--- src/rtl/bridge_pkg.sv ---
package bridge_pkg;

    // Read source selected for the current cycle
    typedef enum logic [1:0] {
        ACC_NONE  = 2'd0,
        ACC_RD_HI = 2'd1,
        ACC_RD_LO = 2'd2
    } acc_e;

    function automatic acc_e decode_read(input logic rd_lo, input logic rd_hi);
        if (rd_hi)      return ACC_RD_HI;
        else if (rd_lo) return ACC_RD_LO;
        else            return ACC_NONE;
    endfunction

endpackage

--- src/rtl/lowbyte_buf.sv ---
module lowbyte_buf #(
    parameter int BYTE_W = 8
) (
    input  logic              clk,
    input  logic              rst_n,
    input  logic              wr_lo,
    input  logic              rd_hi,
    input  logic [BYTE_W-1:0] wdata,
    input  logic [BYTE_W-1:0] cnt_lo,
    output logic [BYTE_W-1:0] buf_q
);

    logic [BYTE_W-1:0] buf_d;

    // Written byte has priority over the counter snapshot
    always_comb begin
        buf_d = buf_q;
        if (wr_lo)      buf_d = wdata;
        else if (rd_hi) buf_d = cnt_lo;
    end

    always_ff @(posedge clk) begin
        if (!rst_n) buf_q <= '0;
        else        buf_q <= buf_d;
    end

    AST_SNAPSHOT_LOW: assert property (@(posedge clk) disable iff (!rst_n)
        (rd_hi && !wr_lo) |=> buf_q == $past(cnt_lo));
    AST_WRITE_BEATS_SNAPSHOT: assert property (@(posedge clk) disable iff (!rst_n)
        wr_lo |=> buf_q == $past(wdata));
    AST_BUF_HOLDS: assert property (@(posedge clk) disable iff (!rst_n)
        (!wr_lo && !rd_hi) |=> $stable(buf_q));

endmodule

--- src/rtl/preload_commit.sv ---
module preload_commit #(
    parameter int BYTE_W = 8,
    localparam int WORD_W = 2 * BYTE_W
) (
    input  logic              clk,
    input  logic              rst_n,
    input  logic              wr_hi,
    input  logic [BYTE_W-1:0] wdata,
    input  logic [BYTE_W-1:0] buf_q,
    output logic [WORD_W-1:0] preload,
    output logic              load_pulse
);

    always_ff @(posedge clk) begin
        if (!rst_n) begin
            preload    <= '0;
            load_pulse <= 1'b0;
        end else begin
            load_pulse <= wr_hi;
            if (wr_hi) preload <= {wdata, buf_q};
        end
    end

    AST_COMMIT_WORD: assert property (@(posedge clk) disable iff (!rst_n)
        wr_hi |=> preload == {$past(wdata), $past(buf_q)});
    AST_NO_COMMIT_WITHOUT_HI: assert property (@(posedge clk) disable iff (!rst_n)
        !wr_hi |=> $stable(preload));
    AST_PULSE_AFTER_HI: assert property (@(posedge clk) disable iff (!rst_n)
        wr_hi |=> load_pulse);
    AST_NO_STRAY_PULSE: assert property (@(posedge clk) disable iff (!rst_n)
        !wr_hi |=> !load_pulse);

endmodule

--- src/rtl/read_mux.sv ---
module read_mux
    import bridge_pkg::*;
#(
    parameter int BYTE_W = 8
) (
    input  logic              rd_lo,
    input  logic              rd_hi,
    input  logic [BYTE_W-1:0] cnt_hi,
    input  logic [BYTE_W-1:0] buf_q,
    output logic [BYTE_W-1:0] rdata
);

    acc_e acc;

    always_comb begin
        acc = decode_read(rd_lo, rd_hi);
        unique case (acc)
            ACC_RD_HI: rdata = cnt_hi;
            ACC_RD_LO: rdata = buf_q;
            ACC_NONE:  rdata = '0;
            default:   rdata = '0;
        endcase
    end

    always_comb begin
        if (!rd_lo && !rd_hi) AST_IDLE_ZERO: assert (rdata == '0);
    end

endmodule

--- src/rtl/atomic16_bridge.sv ---
module atomic16_bridge #(
    parameter int BYTE_W = 8,
    localparam int WORD_W = 2 * BYTE_W
) (
    input  logic              clk,
    input  logic              rst_n,
    input  logic [BYTE_W-1:0] bus_wdata,
    input  logic              wr_lo_stb,
    input  logic              wr_hi_stb,
    input  logic              rd_lo_stb,
    input  logic              rd_hi_stb,
    output logic [BYTE_W-1:0] bus_rdata,
    input  logic [WORD_W-1:0] cnt_value,
    output logic [WORD_W-1:0] preload_value,
    output logic              preload_load
);

    logic [BYTE_W-1:0] hold_q;

    lowbyte_buf #(.BYTE_W(BYTE_W)) u_buf (
        .clk    (clk),
        .rst_n  (rst_n),
        .wr_lo  (wr_lo_stb),
        .rd_hi  (rd_hi_stb),
        .wdata  (bus_wdata),
        .cnt_lo (cnt_value[BYTE_W-1:0]),
        .buf_q  (hold_q)
    );

    preload_commit #(.BYTE_W(BYTE_W)) u_commit (
        .clk        (clk),
        .rst_n      (rst_n),
        .wr_hi      (wr_hi_stb),
        .wdata      (bus_wdata),
        .buf_q      (hold_q),
        .preload    (preload_value),
        .load_pulse (preload_load)
    );

    read_mux #(.BYTE_W(BYTE_W)) u_rd (
        .rd_lo  (rd_lo_stb),
        .rd_hi  (rd_hi_stb),
        .cnt_hi (cnt_value[WORD_W-1:BYTE_W]),
        .buf_q  (hold_q),
        .rdata  (bus_rdata)
    );

    AST_HI_READ_WINS: assert property (@(posedge clk) disable iff (!rst_n)
        rd_hi_stb |-> bus_rdata == cnt_value[WORD_W-1:BYTE_W]);

endmodule

--- config.mk ---
export PLATFORM = sky130hd
export DESIGN_NAME = atomic16_bridge
export DESIGN_NICKNAME = d
export VERILOG_FILES = /design/src/rtl/bridge_pkg.sv /design/src/rtl/lowbyte_buf.sv /design/src/rtl/preload_commit.sv /design/src/rtl/read_mux.sv /design/src/rtl/atomic16_bridge.sv
export SDC_FILE = /design/constraint.sdc
export NUM_CORES = 1
export LEC_CHECK = 0
export BUFFER_PORTS_ARGS = -buffer_cell sky130_fd_sc_hd__buf_4
export CORE_ASPECT_RATIO = 0.8
export CORE_MARGIN = 3
export CORE_UTILIZATION = 35
export CTS_BUF_LIST = sky130_fd_sc_hd__clkbuf_4 sky130_fd_sc_hd__clkbuf_8 sky130_fd_sc_hd__clkbuf_16
export CTS_CLUSTER_DIAMETER = 50
export DETAILED_ROUTE_END_ITERATION = 8
export GPL_TIMING_DRIVEN = 1
export PLACE_DENSITY = 0.78
export SYNTH_ARGS = -nofsm -noshare
export SYNTH_HDL_FRONTEND = slang
export SYNTH_SLANG_ARGS = --single-unit
--- constraint.sdc ---
create_clock -name clk -period 1.1 [get_ports clk]
set_input_delay 0.22 -clock clk [delete_from_list [all_inputs] [get_ports clk]]
set_output_delay 0.22 -clock clk [all_outputs]
set_load 0.02 [all_outputs]
* After elaboration in Yosys (flattened, before gate mapping)
Cells that the tools add are included.
Storage, ports and cells: register bits 25, input port bits 30, output and inout port bits 25, word-level logic and storage cells 11
Cells by class: equality and inequality tests 2, mux-type cells 5, reduce and logical (&&, ||, !) cells 1
Operators with widths (count):
- 2-to-1 mux 8 bit | 2
- one-hot mux 8 bit (2 select lines) | 1
- 2-to-1 mux 2 bit | 2
- equality test 2 x 1 -> 1 bit, second input constant | 1
- equality test 2 bit, second input constant | 1
- nonzero test 2 bit | 1

* Depth between registers and ports, before layout
Gate-level depths: netlist (run 1).
word-level depth 4, gate-level depth with buffers 5, mapped depth without buffers 2

* Modules after synthesis
Synthesis (run 1) repeated with hierarchy kept, for this count alone.
Second synthesis, totals: cell total of the unflattened synthesis 99, area total of the unflattened synthesis 1184.9 µm²
Modules (own cells, without submodules):
- preload_commit | instances 1, cells an instance 53, area an instance 643.1 µm², sequential area each 340.3 µm²
- lowbyte_buf | instances 1, cells an instance 35, area an instance 440.4 µm², sequential area each 160.2 µm²
- read_mux | instances 1, cells an instance 11, area an instance 101.3 µm², sequential area each 0.0 µm²

* Worst setup path before layout (run 1)
OpenSTA, ideal clock, no wires.
kind input -> output, from input port rd_hi_stb, to output port bus_rdata[2], arrival time 1.118 ns, required time 0.880 ns, slack -0.238 ns, stages on the path 4, path buffers 3, path through buf_6 buf_8 buf_2 o21ai_0
On the way: cells in the longest elaborated chain, start to end 3, elaborated cells on any way between the ends 4, those cells by class 2 x eq/ne; 2 x mux
Ends and longest elaborated chain:
- from (decl) | RTL line atomic16_bridge.sv:11 | input logic rd_hi_stb,
- 2-to-1 mux 2 bit * | RTL line bridge_pkg.sv:11 | if (rd_hi) return ACC_RD_HI;
- equality test 2 bit or equality test 2 x 1 -> 1 bit (tied branches) | RTL line read_mux.sv:17 | unique case (acc)
- one-hot mux 8 bit (2 select lines) * | RTL line read_mux.sv:17
- to (decl) | RTL line atomic16_bridge.sv:12 | output logic [BYTE_W-1:0] bus_rdata,
Every way passes the cells marked *; elsewhere a longest branch is shown, timed or not.

* Worst setup path after layout (run 1)
from register u_buf.buf_q[4], to output port bus_rdata[4]
On the way: cells in the longest elaborated chain, start to end 1
Ends and longest elaborated chain:
- from (decl) | RTL line lowbyte_buf.sv:10 | output logic [BYTE_W-1:0] buf_q
- from (signal assigned) | RTL line lowbyte_buf.sv:24 | else buf_q <= buf_d;
- one-hot mux 8 bit (2 select lines) | RTL line read_mux.sv:17
Every way passes these cells.

==> flow_summary.json, run 1 <==
{
  "avgViaCountPerCell": 4.69,
  "worst_slack_ns": -0.0787,
  "drt_wl_total_um": 2990,
  "die_w_um": 70.4,
  "ys_top_cells_by_area": "dfxtp_1 (43%), mux2i_1 (14%), nor2b_1 (8.6%)",
  "grt_max_degree": 26,
  "r2r_end": "u_buf.buf_q[7]$_SDFFE_PN0P_",
  "reg2reg_setup_slack_ns": -0.04,
  "htreeDepth": 1,
  "rr_worst_depth": 4,
  "num_rows": 18,
  "start_kind": "register",
  "dieArea_um2": 4050,
  "port-buffer-count": 54,
  "yosysWarnings": 0,
  "drive_gt1_frac": 0.506,
  "stdcell_count": 214,
  "cts_root_buf": "clkbuf_8",
  "path_clk_slew_ns": 0.09,
  "cts_inserted_buffers": 3,
  "crit_buf_inv": 1,
  "clock_path_buffers": 2,
  "yosys.area.top_type": "dfxtp_1",
  "crit_family": "flip-flops",
  "grt_pass1_wl_um": 4680,
  "drtIter0Drc": 17,
  "initial_utilization": 0.371,
  "synth.distinct_cells": 16,
  "wl_per_cell_um": 14.0,
  "syn_area_per_cell_um2": 10.1,
  "clkLatencyLatePin_ns": 0.27,
  "min_to": "u_commit.preload[12]$_SDFFE_PN0P_",
  "status": "complete, but fails checks",
  "slowest_delay_ns": 0.34,
  "synth_area_um2": 1160,
  "power_density_nw_per_um2": 1200,
  "rsz0062_at_grt": "true",
  "setup_viol": 9,
  "rr_startpoint": "u_buf.buf_q[7]$_SDFFE_PN0P_",
  "failed_checks": "setup timing",
  "crit_slowest_cell": "dfxtp_2",
  "cp.arrival_ns": 0.96,
  "fill_cells": 291,
  "crit_chain": "nand2_2 > o21ai_2 > buf_6",
  "hold_path.class": "primary input to register",
  "drcViolationCount": 0,
  "gp_congestion": 0.776,
  "ant_nets": 0,
  "postLayoutCellArea_um2": 1710,
  "synth.ff_latch_count": 25,
  "firstDrtPassIters": 4,
  "min_period_ns": 1.18,
  "yosysSeqAreaShare": 0.431,
  "antenna_found_initial": 0,
  "cp_max_fo": 2,
  "holdPathStages": 3,
  "finalHoldViolCount": 0,
  "post-synth-top-area-fraction": 0.431,
  "slew_violations": 0,
  "end_kind": "output pin",
  "finClkSkew_ns": 0.00193,
  "cts_tree": "built",
  "tightest_slew_ns": 0.292,
  "syn-num-nets": 145,
  "required_ns": 0.88,
  "grtUsageTotal": 0.147,
  "via_count": 1004,
  "relSlewSlack": 0.806,
  "hold_path.startpoint": "bus_wdata[4]",
  "synth_cells": 115,
  "antenna_cells": 0,
  "top_level_ports": 55,
  "place_ws_ns": -0.0597,
  "place_hpwl_um": 2190,
  "die_h_um": 57.5,
  "dpl-instance-area_um2": 1560,
  "nets": 205,
  "areaGrowthSynthToFinish_pct": 47.0,
  "period_share": 1.07,
  "grt_pass1_vias": 1001,
  "overflow": 0,
  "p_leak_nw": 0.869,
  "cap_violations": 0,
  "path_class": "register to output pin",
  "fmax_ghz": 0.848,
  "ir_worst_vdd_v": 0.00101,
  "cts_sinks": 25,
  "dp_cells": 201,
  "core_um2": 3130
}
==> cell type report <==
type / count / area (um^2) / area share
Timing Repair Buffer: 64 / 488 / 0.286
Tap cell: 40 / 50.0 / 0.0293
Clock buffer: 3 / 41.3 / 0.0242
Clock inverter: 1 / 5.00 / 0.00293
Sequential cell: 25 / 510 / 0.299
Multi-Input combinational cell: 81 / 611 / 0.358
==> sequential cells by signal, summed over array words and instances (netlist names) <==
signal	count
u_commit.load_pulse	1
u_commit.preload	16
u_buf.buf_q	8
==> synth_stat cells <==
| master | number |
|---|---|
| buf_2 | 1 |
| o211a_1 | 8 |
| buf_6 | 1 |
| mux2_4 | 3 |
| mux2_2 | 5 |
| buf_8 | 1 |
| buf_1 | 1 |
| nor2b_1 | 16 |
| mux2i_1 | 16 |
| nand2_1 | 16 |
| o21ai_0 | 8 |
| and2_1 | 1 |
| dfxtp_1 | 25 |
| clkbuf_1 | 3 |
| nand2b_1 | 8 |
| buf_4 | 2 |
==> per-layer routing <==
metal / up-vias / GRT usage / routed length, um
met5: - / 0 / 0
met4: 0 / 0.0492 / 51
met3: 6 / 0.0458 / 201
met2: 38 / 0.263 / 1460
met1: 454 / 0.167 / 1270
li1: 506 / - / -
==> power by group <==
group | internal [W] | switching (W)
registers | 0.000965 | 0.0000291
clock network | 0.000253 | 0.000297
logic | 0.000270 | 0.000226
total | 0.00149 | 0.000552
==> metrics by stage <==
step / utilization / hold WS [ns] / power (W) / setup TNS, ns
final: 0.545 / 0.217 / 0.00204 / -0.406
after global routing: 0.545 / 0.211 / 0.00214 / -0.861
after CTS: 0.539 / 0.214 / 0.00204 / -0.414
after detailed placement: 0.499 / 0.496 / 0.00146 / -0.285
after global placement: 0.499 / 0.490 / 0.00145 / -0.129
after floorplan: - / 0.348 / 0.00127 / -0.211
==> placed cells by master, fill, tap and decap left out <==
cell type	netlist	final
buf_6	1	2
and2_1	1	1
mux2_2	5	5
o21ai_2	0	2
nand2b_1	8	8
clkinv_2	0	1
mux2i_1	16	16
dfxtp_2	0	8
nand2_2	0	2
dfxtp_1	25	17
nand2_1	16	14
o21ai_1	0	6
clkbuf_8	0	3
nor2b_1	16	16
buf_4	2	62
o211a_1	8	8
mux2_4	3	3
==> worst max path at each step <==
stage                                     start                          end  depth (start not counted)
floorplan                             rd_hi_stb                 bus_rdata[2]                          4
global placement                      rd_hi_stb  u_buf.buf_q[3]$_SDFFE_PN0P_                          3
detailed placement                    rd_hi_stb  u_buf.buf_q[2]$_SDFFE_PN0P_                          3
CTS                 u_buf.buf_q[4]$_SDFFE_PN0P_                 bus_rdata[4]                          3
global route        u_buf.buf_q[2]$_SDFFE_PN0P_                 bus_rdata[2]                          3
finish              u_buf.buf_q[4]$_SDFFE_PN0P_                 bus_rdata[4]                          3
==> tightest hold or removal path: stages <==
cell and delay [ns]:
buf_4 0.08, mux2i_1 0.05, nor2b_1 0.10
==> cell families (layout without fill, tap and decap cells) <==
kind of cell / after synthesis / in the layout / share of synthesized area
buf+inv: 9 / 68 / 0.0528
simple gates: 41 / 41 / 0.187
mux: 24 / 24 / 0.225
flops: 25 / 25 / 0.431
compound gates: 16 / 16 / 0.104
==> timing repair <==
action / 4_1_cts / 5_1_grt
setup buffers: 8 / 1
pin swaps: 1 / 2
resized for setup: 11 / 3
endpoints found under the setup margin: 8 / 8
hold buffers: 0 / 0
gates cloned: 0 / 0
Note: power is estimated with default switching activity, not from simulation.
==> run 2, diff against run 1 <==
Settings changed: SETUP_SLACK_MARGIN from default to 0.4.
==> run 2 against run 1 <==
Net effect:
- the flow still finishes with violations (setup timing)
- global-route usage up 2.1 points
- non-clock buffer count up 8
- critical path type unchanged
- first-iteration DRC count increased by 18%
- largest power group unchanged
==> flow_summary.json, run 2 (synthesis gave the netlist of run 1 again) <==
{
  "core_um2": 3130,
  "grtUsageTotal": 0.168,
  "p_leak_nw": 0.990,
  "postLayoutCellArea_um2": 2010,
  "htreeDepth": 1,
  "ir_worst_vdd_v": 0.000799,
  "fin_hold_ws_ns": 0.237,
  "multiInputGateArea_um2": 689,
  "setup_viol": 9,
  "antenna_found_initial": 0,
  "path_class": "register to output pin",
  "top_register": "u_commit.preload",
  "fmax_ghz": 0.861,
  "cts_tree": "built",
  "ant_nets": 0,
  "overflow": 0,
  "place_hpwl_um": 2260,
  "firstDrtPassIters": 4,
  "nets": 213,
  "die_w_um": 70.4,
  "num_rows": 18,
  "seq_area_um2": 532,
  "status": "complete, but fails checks",
  "initial_utilization": 0.371,
  "top_level_ports": 55,
  "finClkSkew_ns": 0.00248,
  "drt_wl_total_um": 3350,
  "drtIter0Drc": 20,
  "areaGrowthSynthToFinish_pct": 73.4,
  "worst_slack_ns": -0.0617,
  "grt_max_degree": 26,
  "port-buffer-count": 54,
  "fill_cells": 230,
  "utilization": 0.642,
  "end_kind": "output pin",
  "clkLatencyLatePin_ns": 0.26,
  "tns_ns": -0.411,
  "rsz0062_at_grt": "true",
  "dieArea_um2": 4050,
  "cts_sinks": 25,
  "period_share": 1.06,
  "via_count": 1061,
  "cts_root_buf": "clkbuf_8",
  "final_common_cell": "buf_6",
  "cp.arrival_ns": 0.94,
  "cts_inserted_buffers": 3,
  "min_period_ns": 1.16,
  "final_cell_mix": "buf_6 (40), buf_4 (32), dfxtp_2 (25)",
  "avgViaCountPerCell": 4.78,
  "drive_gt1_frac": 0.676,
  "required_ns": 0.88,
  "antenna_cells": 0,
  "drcViolationCount": 0,
  "place_ws_ns": -0.0550,
  "grt_pass1_vias": 1138,
  "tightest_slew_ns": 0.270,
  "hold_path.class": "primary input to register",
  "finalHoldViolCount": 0,
  "wl_per_cell_um": 15.1,
  "clock_path_buffers": 2,
  "grt_pass1_wl_um": 5360,
  "dpl-instance-area_um2": 1630,
  "power_density_nw_per_um2": 1090,
  "cp_max_fo": 2,
  "failed_checks": "setup timing",
  "largest_reg_flops": 16,
  "start_kind": "register",
  "cap_violations": 0,
  "path_clk_slew_ns": 0.08,
  "relSlewSlack": 0.820,
  "gp_congestion": 0.789,
  "top_regs": "u_commit.preload (16), u_buf.buf_q (8), u_commit.load_pulse (1)",
  "slew_violations": 0,
  "die_h_um": 57.5
}
-- run 2: cell count changes in the layout (fill, tap and decap cells not counted), sizes merged --
| cell | delta |
|---|---|
| buf | +8 |
| clkbuf | +1 |
| clkinv | -1 |
-- run 2: final cells by class --
cell class              count  area share
multi-input cells          81       0.343
flip-flops and latches     25       0.264
repair buffers             72       0.343
well taps                  40      0.0249
clock buffers               4      0.0243
-- run 2: worst max-delay path, cell delays in order (launching register included) --
cell,delay (ns)
dfxtp_2,0.36
nand2_2,0.06
o21ai_2,0.13
buf_6,0.14
-- run 2: final timing paths --
path | start | to | slack [ns] | depth (start not counted)
max | u_buf.buf_q[4]$_SDFFE_PN0P_ | bus_rdata[4] | -0.06 | 3
min | bus_wdata[4] | u_commit.preload[12]$_SDFFE_PN0P_ | 0.24 | 3
max reg2reg | u_buf.buf_q[6]$_SDFFE_PN0P_ | u_buf.buf_q[6]$_SDFFE_PN0P_ | -0.04 | 4
min reg2reg | u_commit.preload[3]$_SDFFE_PN0P_ | u_commit.preload[3]$_SDFFE_PN0P_ | 0.53 | 2
-- run 2: metrics by stage --
stage,instances,total power [W]
2_1_floorplan,115,0.00131
3_3_place_gp,202,0.00148
3_5_place_dp,202,0.00150
4_1_cts,216,0.00215
5_1_grt,222,0.00228
6_report,222,0.00219
-- run 2: report_power, final --
group	internal, W	switching [W]
sequential	0.000972	0.0000402
combinational	0.000364	0.000266
clock	0.000283	0.000267
total	0.00162	0.000573
-- run 2: metal layers --
metal | vias to the layer above | part of all wire | GRT usage
li1 | 525 | - | -
met1 | 502 | 0.42 | 0.197
met2 | 30 | 0.51 | 0.300
met3 | 4 | 0.058 | 0.0423
met4 | 0 | 0.011 | 0.0519
met5 | - | 0 | 0
-- run 2: what timing repair did --
action	CTS	global route
pin swaps	2	6
setup endpoints to repair	33	43
hold buffers	0	0
resized for setup	61	14
endpoints found under the hold margin	0	0
setup buffers	10	6
